`src/rtl/acq_shot_pkg.sv`:
```
package acq_shot_pkg;
   typedef enum logic [2:0] {
      ST_IDLE = 3'd1,
      ST_PRE  = 3'd2,
      ST_WAIT = 3'd3,
      ST_POST = 3'd4,
      ST_DECR = 3'd5
   } acq_state_e;

   localparam logic [1:0] CMD_START = 2'd1;
   localparam logic [1:0] CMD_STOP  = 2'd2;
endpackage

```
`src/rtl/acq_seq_fsm.sv`:
```
module acq_seq_fsm
   import acq_shot_pkg::*;
#(
   parameter int SHOT_W = 8
) (
   input  logic              clk,
   input  logic              rst_n,
   input  logic [1:0]        cmd_i,
   input  logic              link_ok_i,
   input  logic              trig_i,
   input  logic              phase_done_i,
   input  logic [SHOT_W-1:0] shots_i,
   output acq_state_e        state_o,
   output logic              start_o
);
   acq_state_e        state_q, state_d;
   logic [SHOT_W-1:0] left_q;
   logic              more_shots;

   assign more_shots = (left_q > SHOT_W'(1));

   always_comb begin
      state_d = state_q;
      start_o = 1'b0;
      if (cmd_i == CMD_STOP) begin
         state_d = ST_IDLE;
      end else begin
         case (state_q)
            ST_IDLE: if (cmd_i == CMD_START && link_ok_i) begin
               state_d = ST_PRE;
               start_o = 1'b1;
            end
            ST_PRE:  if (phase_done_i) state_d = ST_WAIT;
            ST_WAIT: if (trig_i)       state_d = ST_POST;
            ST_POST: if (phase_done_i) state_d = ST_DECR;
            ST_DECR: state_d = more_shots ? ST_PRE : ST_IDLE;
            default: state_d = ST_IDLE;
         endcase
      end
   end

   always_ff @(posedge clk or negedge rst_n) begin
      if (!rst_n) begin
         state_q <= ST_IDLE;
         left_q  <= '0;
      end else begin
         state_q <= state_d;
         if (start_o)
            left_q <= shots_i;
         else if (state_q == ST_DECR && left_q != '0)
            left_q <= left_q - SHOT_W'(1);
      end
   end

   assign state_o = state_q;
endmodule

```
`src/rtl/acq_phase_counter.sv`:
```
module acq_phase_counter #(
   parameter int CNT_W = 8
) (
   input  logic             clk,
   input  logic             rst_n,
   input  logic             active_i,
   input  logic             valid_i,
   input  logic [CNT_W-1:0] limit_i,
   output logic             done_o
);
   localparam int EXT_W = CNT_W + 1;

   logic [CNT_W-1:0] cnt_q;
   logic [EXT_W-1:0] cnt_inc;

   assign cnt_inc = {1'b0, cnt_q} + EXT_W'(1);
   assign done_o  = active_i &&
                    ((limit_i == '0) || (valid_i && cnt_inc == {1'b0, limit_i}));

   always_ff @(posedge clk or negedge rst_n) begin
      if (!rst_n)         cnt_q <= '0;
      else if (!active_i) cnt_q <= '0;
      else if (valid_i)   cnt_q <= cnt_inc[CNT_W-1:0];
   end
endmodule

```
`src/rtl/acq_addr_gen.sv`:
```
module acq_addr_gen #(
   parameter int ADDR_W = 4,
   parameter int DEPTH  = 12,
   parameter int SCNT_W = 16
) (
   input  logic              clk,
   input  logic              rst_n,
   input  logic              clear_i,
   input  logic              we_i,
   input  logic              capture_i,
   output logic [ADDR_W-1:0] wr_addr_o,
   output logic [ADDR_W-1:0] trig_addr_o,
   output logic [SCNT_W-1:0] count_o
);
   localparam logic [ADDR_W-1:0] LAST = ADDR_W'(DEPTH - 1);

   logic [ADDR_W-1:0] addr_q, addr_nxt, trig_q;
   logic [SCNT_W-1:0] cnt_q;

   generate
      if (DEPTH == (1 << ADDR_W)) begin : g_wrap_free
         assign addr_nxt = addr_q + ADDR_W'(1);
      end else begin : g_wrap_cmp
         assign addr_nxt = (addr_q == LAST) ? '0 : addr_q + ADDR_W'(1);
      end
   endgenerate

   always_ff @(posedge clk or negedge rst_n) begin
      if (!rst_n) begin
         addr_q <= '0;
         cnt_q  <= '0;
         trig_q <= '0;
      end else begin
         if (clear_i) begin
            addr_q <= '0;
            cnt_q  <= '0;
         end else if (we_i) begin
            addr_q <= addr_nxt;
            cnt_q  <= cnt_q + SCNT_W'(1);
         end
         if (capture_i) trig_q <= addr_q;
      end
   end

   assign wr_addr_o   = addr_q;
   assign trig_addr_o = trig_q;
   assign count_o     = cnt_q;
endmodule

```
`src/rtl/acq_shot_ctrl.sv`:
```
module acq_shot_ctrl
   import acq_shot_pkg::*;
#(
   parameter int ADDR_W = 4,
   parameter int DEPTH  = 12,
   parameter int CNT_W  = 8,
   parameter int SHOT_W = 8,
   parameter int SCNT_W = 16
) (
   input  logic              clk,
   input  logic              rst_n,
   input  logic              smp_valid_i,
   input  logic              trig_i,
   input  logic [1:0]        cmd_i,
   input  logic              link_ok_i,
   input  logic [CNT_W-1:0]  pre_len_i,
   input  logic [CNT_W-1:0]  post_len_i,
   input  logic [SHOT_W-1:0] shots_i,
   output logic [2:0]        state_o,
   output logic [ADDR_W-1:0] wr_addr_o,
   output logic              wr_en_o,
   output logic [ADDR_W-1:0] trig_addr_o,
   output logic [SCNT_W-1:0] smp_count_o
);
   generate
      if (DEPTH < 2 || DEPTH > (1 << ADDR_W)) begin : g_bad_depth
         $error("acq_shot_ctrl: DEPTH must lie in 2..2**ADDR_W");
      end
      if (CNT_W < 1 || SHOT_W < 1 || SCNT_W < 1) begin : g_bad_width
         $error("acq_shot_ctrl: counter widths must be positive");
      end
   endgenerate

   acq_state_e       state;
   logic             start, phase_done, phase_active, capturing, capture;
   logic [CNT_W-1:0] phase_limit;

   assign phase_active = (state == ST_PRE) || (state == ST_POST);
   assign phase_limit  = (state == ST_POST) ? post_len_i : pre_len_i;
   assign capturing    = phase_active || (state == ST_WAIT);
   assign wr_en_o      = smp_valid_i && capturing;
   assign capture      = (state == ST_WAIT) && trig_i && (cmd_i != CMD_STOP);

   acq_seq_fsm #(.SHOT_W(SHOT_W)) u_fsm (
      .clk          (clk),
      .rst_n        (rst_n),
      .cmd_i        (cmd_i),
      .link_ok_i    (link_ok_i),
      .trig_i       (trig_i),
      .phase_done_i (phase_done),
      .shots_i      (shots_i),
      .state_o      (state),
      .start_o      (start)
   );

   acq_phase_counter #(.CNT_W(CNT_W)) u_phase (
      .clk      (clk),
      .rst_n    (rst_n),
      .active_i (phase_active),
      .valid_i  (smp_valid_i),
      .limit_i  (phase_limit),
      .done_o   (phase_done)
   );

   acq_addr_gen #(.ADDR_W(ADDR_W), .DEPTH(DEPTH), .SCNT_W(SCNT_W)) u_addr (
      .clk         (clk),
      .rst_n       (rst_n),
      .clear_i     (start),
      .we_i        (wr_en_o),
      .capture_i   (capture),
      .wr_addr_o   (wr_addr_o),
      .trig_addr_o (trig_addr_o),
      .count_o     (smp_count_o)
   );

   assign state_o = state;
endmodule

```
`config.mk`:
```
export PLATFORM = sky130hd
export DESIGN_NAME = acq_shot_ctrl
export DESIGN_NICKNAME = d
export VERILOG_FILES = /design/src/rtl/acq_shot_pkg.sv /design/src/rtl/acq_seq_fsm.sv /design/src/rtl/acq_phase_counter.sv /design/src/rtl/acq_addr_gen.sv /design/src/rtl/acq_shot_ctrl.sv
export SDC_FILE = /design/constraint.sdc
export NUM_CORES = 1
export LEC_CHECK = 0
export ABC_AREA = 1
export CORE_MARGIN = 8
export CORE_UTILIZATION = 51
export DETAILED_ROUTE_END_ITERATION = 6
export PLACE_DENSITY_LB_ADDON = 0.15
export SKIP_LAST_GASP = 1
export SYNTH_ARGS = -nofsm -noshare
export SYNTH_HDL_FRONTEND = slang
export SYNTH_HIERARCHICAL = 1
export SYNTH_SLANG_ARGS = --single-unit
```
`constraint.sdc`:
```
create_clock -name clk -period 2.3 [get_ports clk]
set_input_delay 0.345 -clock clk [delete_from_list [all_inputs] [get_ports clk]]
set_output_delay 0.345 -clock clk [all_outputs]
set_load 0.05 [all_outputs]
```
### Yosys cells after proc, flatten, opt, wreduce, memory -nomap -nowiden

Index checks and enable logic that the tools add are counted.

* flip-flop bits (word level): 43
* word-level logic and storage cells: 61
* output and inout bits: 28
* RAM bits: 0
* input bits: 31
* bits in latches: 0
* memories kept: 0
* bits in read-only memories: 0

* $lt $le $gt $ge: 1
* equal/unequal tests: 15
* add/sub/neg operators: 4
* divide/modulo/power cells: 0
* bitwise logic cells: 0
* multipliers: 0
* reductions and logical operators: 15
* muxes and demuxes: 20
* shift-type cells: 0

Operators by type and width (number)
* $mux 8: 5
* $mux 16: 2
* $add 16x1->16 const B: 1
* $mux 3: 5
* $pmux 3 s5: 1
* $mux 4: 3
* $add 8x1->9 const B: 1
* $eq 9x8->1: 1
* $ne 3x2->1 const B: 3
* $gt 8x1->1 const B: 1
* $logic_not 8->1: 1
* $reduce_bool 8->1: 1
* $sub 8x1->8 const B: 1
* $logic_and 1x1->1: 7
* $eq 3x2->1 const B: 2
* $eq 3x3->1 const B: 2
* $add 4x1->4 const B: 1
* $eq 4x4->1 const B: 1
* $ne 2x2->1 const B: 2
* $reduce_and 4->1: 1
* $reduce_bool 2->1: 2
* $eq 3x1->1 const B: 1
* $logic_or 1x1->1: 3
* $mux 1: 3
* 4 further kinds: 4

### Logic depth before layout (Yosys ltp)

* depth in word-level cells: 9
* gate-level depth with buffers: 18
* mapped depth without buffers: 18

### Modules after synthesis

Netlist, hierarchy kept.

By module, submodules not included
* acq_addr_gen: cells an instance 151, instances 1, area each 1224.9 um2
* acq_seq_fsm: cells an instance 138, instances 1, area each 882.1 um2
* acq_phase_counter: cells an instance 104, instances 1, area each 644.4 um2
* acq_shot_ctrl: cells an instance 36, instances 1, area each 165.2 um2

### Worst setup path before layout

OpenSTA, ideal clock, no wires.

* kind: register to register
* from: register u_fsm.state_q[1] (netlist: u_fsm/state_o[1])
* to: register u_addr.cnt_q[9] (netlist: u_addr/count_o[9])
* arrival time: 2.788 ns
* stages on the path, launching flop included: 11
* setup time: 0.121 ns
* slack: -0.609 ns
* path buffers: 0
* cell sequence: dfrtp_1 > nor2_4 > nand2_4 > a21oi_1 > nor2_4 > nor2_4 > nand2_1 > nor2_1 > nand2_1 > nand2_1 > nor2_1

* word-level cells in the longest chain between the ends: 5
* elaborated cells on any way between the ends: 11

RTL lines
* start, declared: line acq_seq_fsm.sv:16 `acq_state_e state_q, state_d;`
* start signal, assigned: line acq_seq_fsm.sv:47 `state_q <= state_d;`
* $eq 3x2->1 or $eq 3x3->1 (tied branches): line acq_shot_ctrl.sv:38 `assign phase_active = (state == ST_PRE) || (state == ST_POST);`
* $logic_or 1x1->1: line acq_shot_ctrl.sv:38
* $logic_or 1x1->1 (*): line acq_shot_ctrl.sv:40 `assign capturing = phase_active || (state == ST_WAIT);`
* $logic_and 1x1->1 (*): line acq_shot_ctrl.sv:41 `assign wr_en_o = smp_valid_i && capturing;`
* via wr_en_o: line acq_shot_ctrl.sv:21 `output logic wr_en_o,`
* $reduce_bool 2->1 (no source line) (*)
* end signal, assigned: line acq_addr_gen.sv:39 `cnt_q <= cnt_q + SCNT_W'(1);`
* end, declared: line acq_addr_gen.sv:18 `logic [SCNT_W-1:0] cnt_q;`

The timed path passes the listed nets; every way through them passes the cells marked *.
A chain may end at the register's enable or synchronous reset.

### Worst setup path after layout

* from: register u_fsm.state_q[0] (netlist: u_fsm/state_o[0])
* to: output port state_o[0]

RTL lines
* end, declared: line acq_shot_ctrl.sv:19 `output logic [2:0] state_o,`

No word-level cell between the ends.

==> out/summary.txt <==
==========================================================================================
Die extent in y                                                                    91.6 um
Global-route wire length before repair                                             12.8 mm
Commonest non-fill, non-tap cells in the layout                               117 x nand2_1, 56 x clkdlybuf4s50_1, 54 x nand3_1
Post-route fraction of the period consumed by the critical path                      0.955
Cts bufs inserted                                                                        5
Net count of the mapped netlist                                                        466
Synthesis-stage register bit count                                                      43
Reg2Reg Capture Point                                                         u_fsm/state_o[2]
GPL Wtd Cong                                                                         0.919
Part of the Yosys area used for sequential elements                                  0.369
Maximum number of pins on one net before global-route repair                            20
All-Layer GR Usage                                                                   0.181
Total wire length                                                                  7.48 mm
Flip-flop cell with the highest count after synthesis                              dfrtp_1
Fraction of layout instances using a drive strength above 1                          0.133
Floorplan row count                                                                     27
Num Clock Sinks                                                                         43
Overall die area                                                               0.00839 mm2
Fmax                                                                               455 MHz
Most common cell after layout, fill and taps aside                                 nand2_1
Count of final hold-check violations                                                     0
Number of flops mapped to enable cells by yosys                                          0
Outcome                                                                       complete, no violations
Design internal power                                                              2.12 mW
Total number of yosys warnings                                                           6
Mean instance size in the synthesized netlist                                     6.80 um2
Via density                                                                           5.19
Total overflow reported by the global router                                             0
Worst hold path type                                                          input port to async pin
Final-layout worst hold slack                                                       517 ps
Starting utilization of the core area                                                0.530
RSZ-0062 raised after global routing                                                  true
Register-to-register setup slack                                                    150 ps
Least setup slack across all paths after layout                                     103 ps
Number of global-route vias before repair                                            2,882
Proportion of register bits with asynchronous set or reset after synthesis            1.00
Post-layout net count                                                                  540
Synthesized cell area                                                          0.00292 mm2
Bufs on Longest Clock Path                                                               2
Root buffer selected by CTS                                                       clkbuf_8
Leakage                                                                            1.81 nW
Number of H-tree branching levels                                                        2
Reg area                                                                       0.00108 mm2
Worst-Margin Slew                                                                   520 ps
Number of different library cells in the post-synthesis netlist                         32
Kind of launch point of the worst setup path                                          flop
Fraction of power spent switching nets                                               0.490
Initial DRC Count                                                                      188
DPL Wire Length                                                                    5.55 mm
Startpoint of the lowest-slack register-to-register path                      u_fsm/state_o[1]
Routed vias                                                                          2,988
CTS tree                                                                             built
Number of fill cells in the layout                                                     483
Area used by multi-input combinational logic                                   0.00161 mm2
Synthesized instance count                                                             429
Relative slew margins                                                                0.653
Shortest period the worst path allows                                              2200 ps
Number of placed I/O pins                                                               59
Clock edge transition at the registers on the reported setup and hold paths          90 ps
Final setup violation count                                                              0
Reported max-cap violation count                                                         0
Width of the die                                                                   91.6 um
TritonRoute pass-1 iters                                                                 6
P&R area growth vs syn                                                               30.6%
Floorplan core area                                                            0.00551 mm2
Worst-case clock skew                                                              12.7 ps
Wirelength per Cell                                                                13.0 um
Total net switching power                                                          2.03 mW
Number of diodes added for antenna fixing                                                0
Number of I/O port buffers                                                              58
Required time at the worst-slack endpoint                                          1960 ps
Proportion of power drawn by combinational gates                                     0.571
Clock network power share                                                            0.134
DRC Markers                                                                              0
Power Density                                                                  1090 mW/mm2
Element type at the critical path end                                         primary output
Arrival time of the worst setup path                                               1850 ps
Worst setup slack after placement                                                  23.0 ps
Final Slew Violations                                                                    0
Worst-case vdd ir drop                                                            0.692 mV
Number of antenna violations at the first check in global routing                        0
Worst R2R Path Depth                                                                    17
Proportion of power drawn by flip-flops and latches                                  0.295
ANT nets after route                                                                     0
Clk Latency, worst-skew pair                                                        310 ps
Maximum fanout along the worst path                                                      9
Critical path start-end classification                                        flop to primary output
==========================================================================================
[worst max-delay path by stage]
stage	from	to	slack [ps]	cells past startpoint
3_3_place_gp	post_len_i[0]	u_fsm/state_o[2]	100	17
4_1_cts	u_fsm/state_o[1]	u_fsm/state_o[2]	40	17
3_5_place_dp	post_len_i[1]	u_fsm/state_o[2]	20	17
6_report	u_fsm/state_o[0]	state_o[0]	100	2
2_1_floorplan	u_fsm/state_o[0]	u_fsm/state_o[2]	30	18
5_1_grt	u_fsm/state_o[1]	u_fsm/state_o[1]	-20	17
[sequential cells by signal, summed over array words and instances, names as in the netlist]
signal and cells:
u_phase/cnt_q 8, u_fsm/state_o 3, u_addr/wr_addr_o 4, u_fsm/left_q 8, u_addr/count_o 16, u_addr/trig_addr_o 4
[layout make-up]
| class | instances | share of cell area |
|---|---|---|
| Clock inverter | 1 | 0.00197 |
| Timing Repair Buffer | 73 | 0.185 |
| Sequential cell | 43 | 0.284 |
| Multi-Input combinational cell | 323 | 0.424 |
| Inverter | 57 | 0.0568 |
| Tap cell | 72 | 0.0237 |
| Clock buffer | 7 | 0.0253 |
[metal layers]
layer | global-route usage | wire, um
met1 | 0.218 | 3300
met3 | 0.0424 | 394
met2 | 0.308 | 3690
met4 | 0.0600 | 94
met5 | 0 | 0
[through the flow]
stage               instances  utilization  setup TNS [ps]  area [um2]  total power [mW]
CTS                       571        0.679               0        3740              4.07
global placement          562        0.658               0        3620              3.47
floorplan                 429            -               0        2930              2.82
finish                    576        0.692               0        3810              4.15
global route              576        0.692           -45.7        3810              4.46
detailed placement        562        0.658               0        3620              3.51
[worst max-delay path, stage by stage, from the launching register on]
cell             delay, ps
dfstp_2                560
buf_4                  170
clkdlybuf4s50_1        810
[power groups by stage]
| stage | clock, mW | combinational (mW) | sequential [mW] |
|---|---|---|---|
| final | 0.556 | 2.37 | 1.23 |
| after global routing | 0.590 | 2.60 | 1.26 |
| after CTS | 0.567 | 2.28 | 1.23 |
| after detailed placement | 0 | 2.27 | 1.24 |
| after global placement | 0 | 2.23 | 1.24 |
| after floorplan | 0 | 1.09 | 1.73 |
[cell families (layout without fill, tap and decap cells)]
group | Yosys count | in the layout | synth area share
buffers and inverters | 63 | 138 | 0.0909
adders and majority gates | 6 | 6 | 0.0257
DFF | 43 | 43 | 0.369
muxes | 2 | 2 | 0.00772
and+or+nand+nor | 267 | 267 | 0.410
xor gates and xnor gates | 2 | 2 | 0.00601
AOI/OAI and AO/OA | 46 | 46 | 0.0905
[synth_stat cells (2+ instances only)]
cell type / count / share of area
nor3_1: 3 / 0.0051
dfrtp_1: 42 / 0.36
nand3_1: 56 / 0.096
a21oi_1: 17 / 0.029
nand3b_1: 3 / 0.0077
nor4_1: 2 / 0.0043
buf_2: 3 / 0.0051
inv_1: 53 / 0.068
buf_6: 3 / 0.012
nor2_4: 6 / 0.023
o21ai_1: 4 / 0.0069
o21ai_2: 3 / 0.0090
or2_0: 2 / 0.0043
nand2_2: 6 / 0.013
nor2_2: 6 / 0.013
inv_2: 3 / 0.0039
nor2_1: 54 / 0.069
mux2_2: 2 / 0.0077
ha_1: 6 / 0.026
o22ai_1: 6 / 0.013
nand4_1: 6 / 0.013
o21ai_0: 12 / 0.021
nand2_1: 122 / 0.16
[repair_timing]
action | in CTS | in global routing
setup buffers | 0 | 5
setup endpoints to repair | 0 | 3
endpoints found under the hold margin | 16 | 0
hold buffers | 1 | 0
resized for setup | 0 | 10
(Power assumes the default switching activity.)
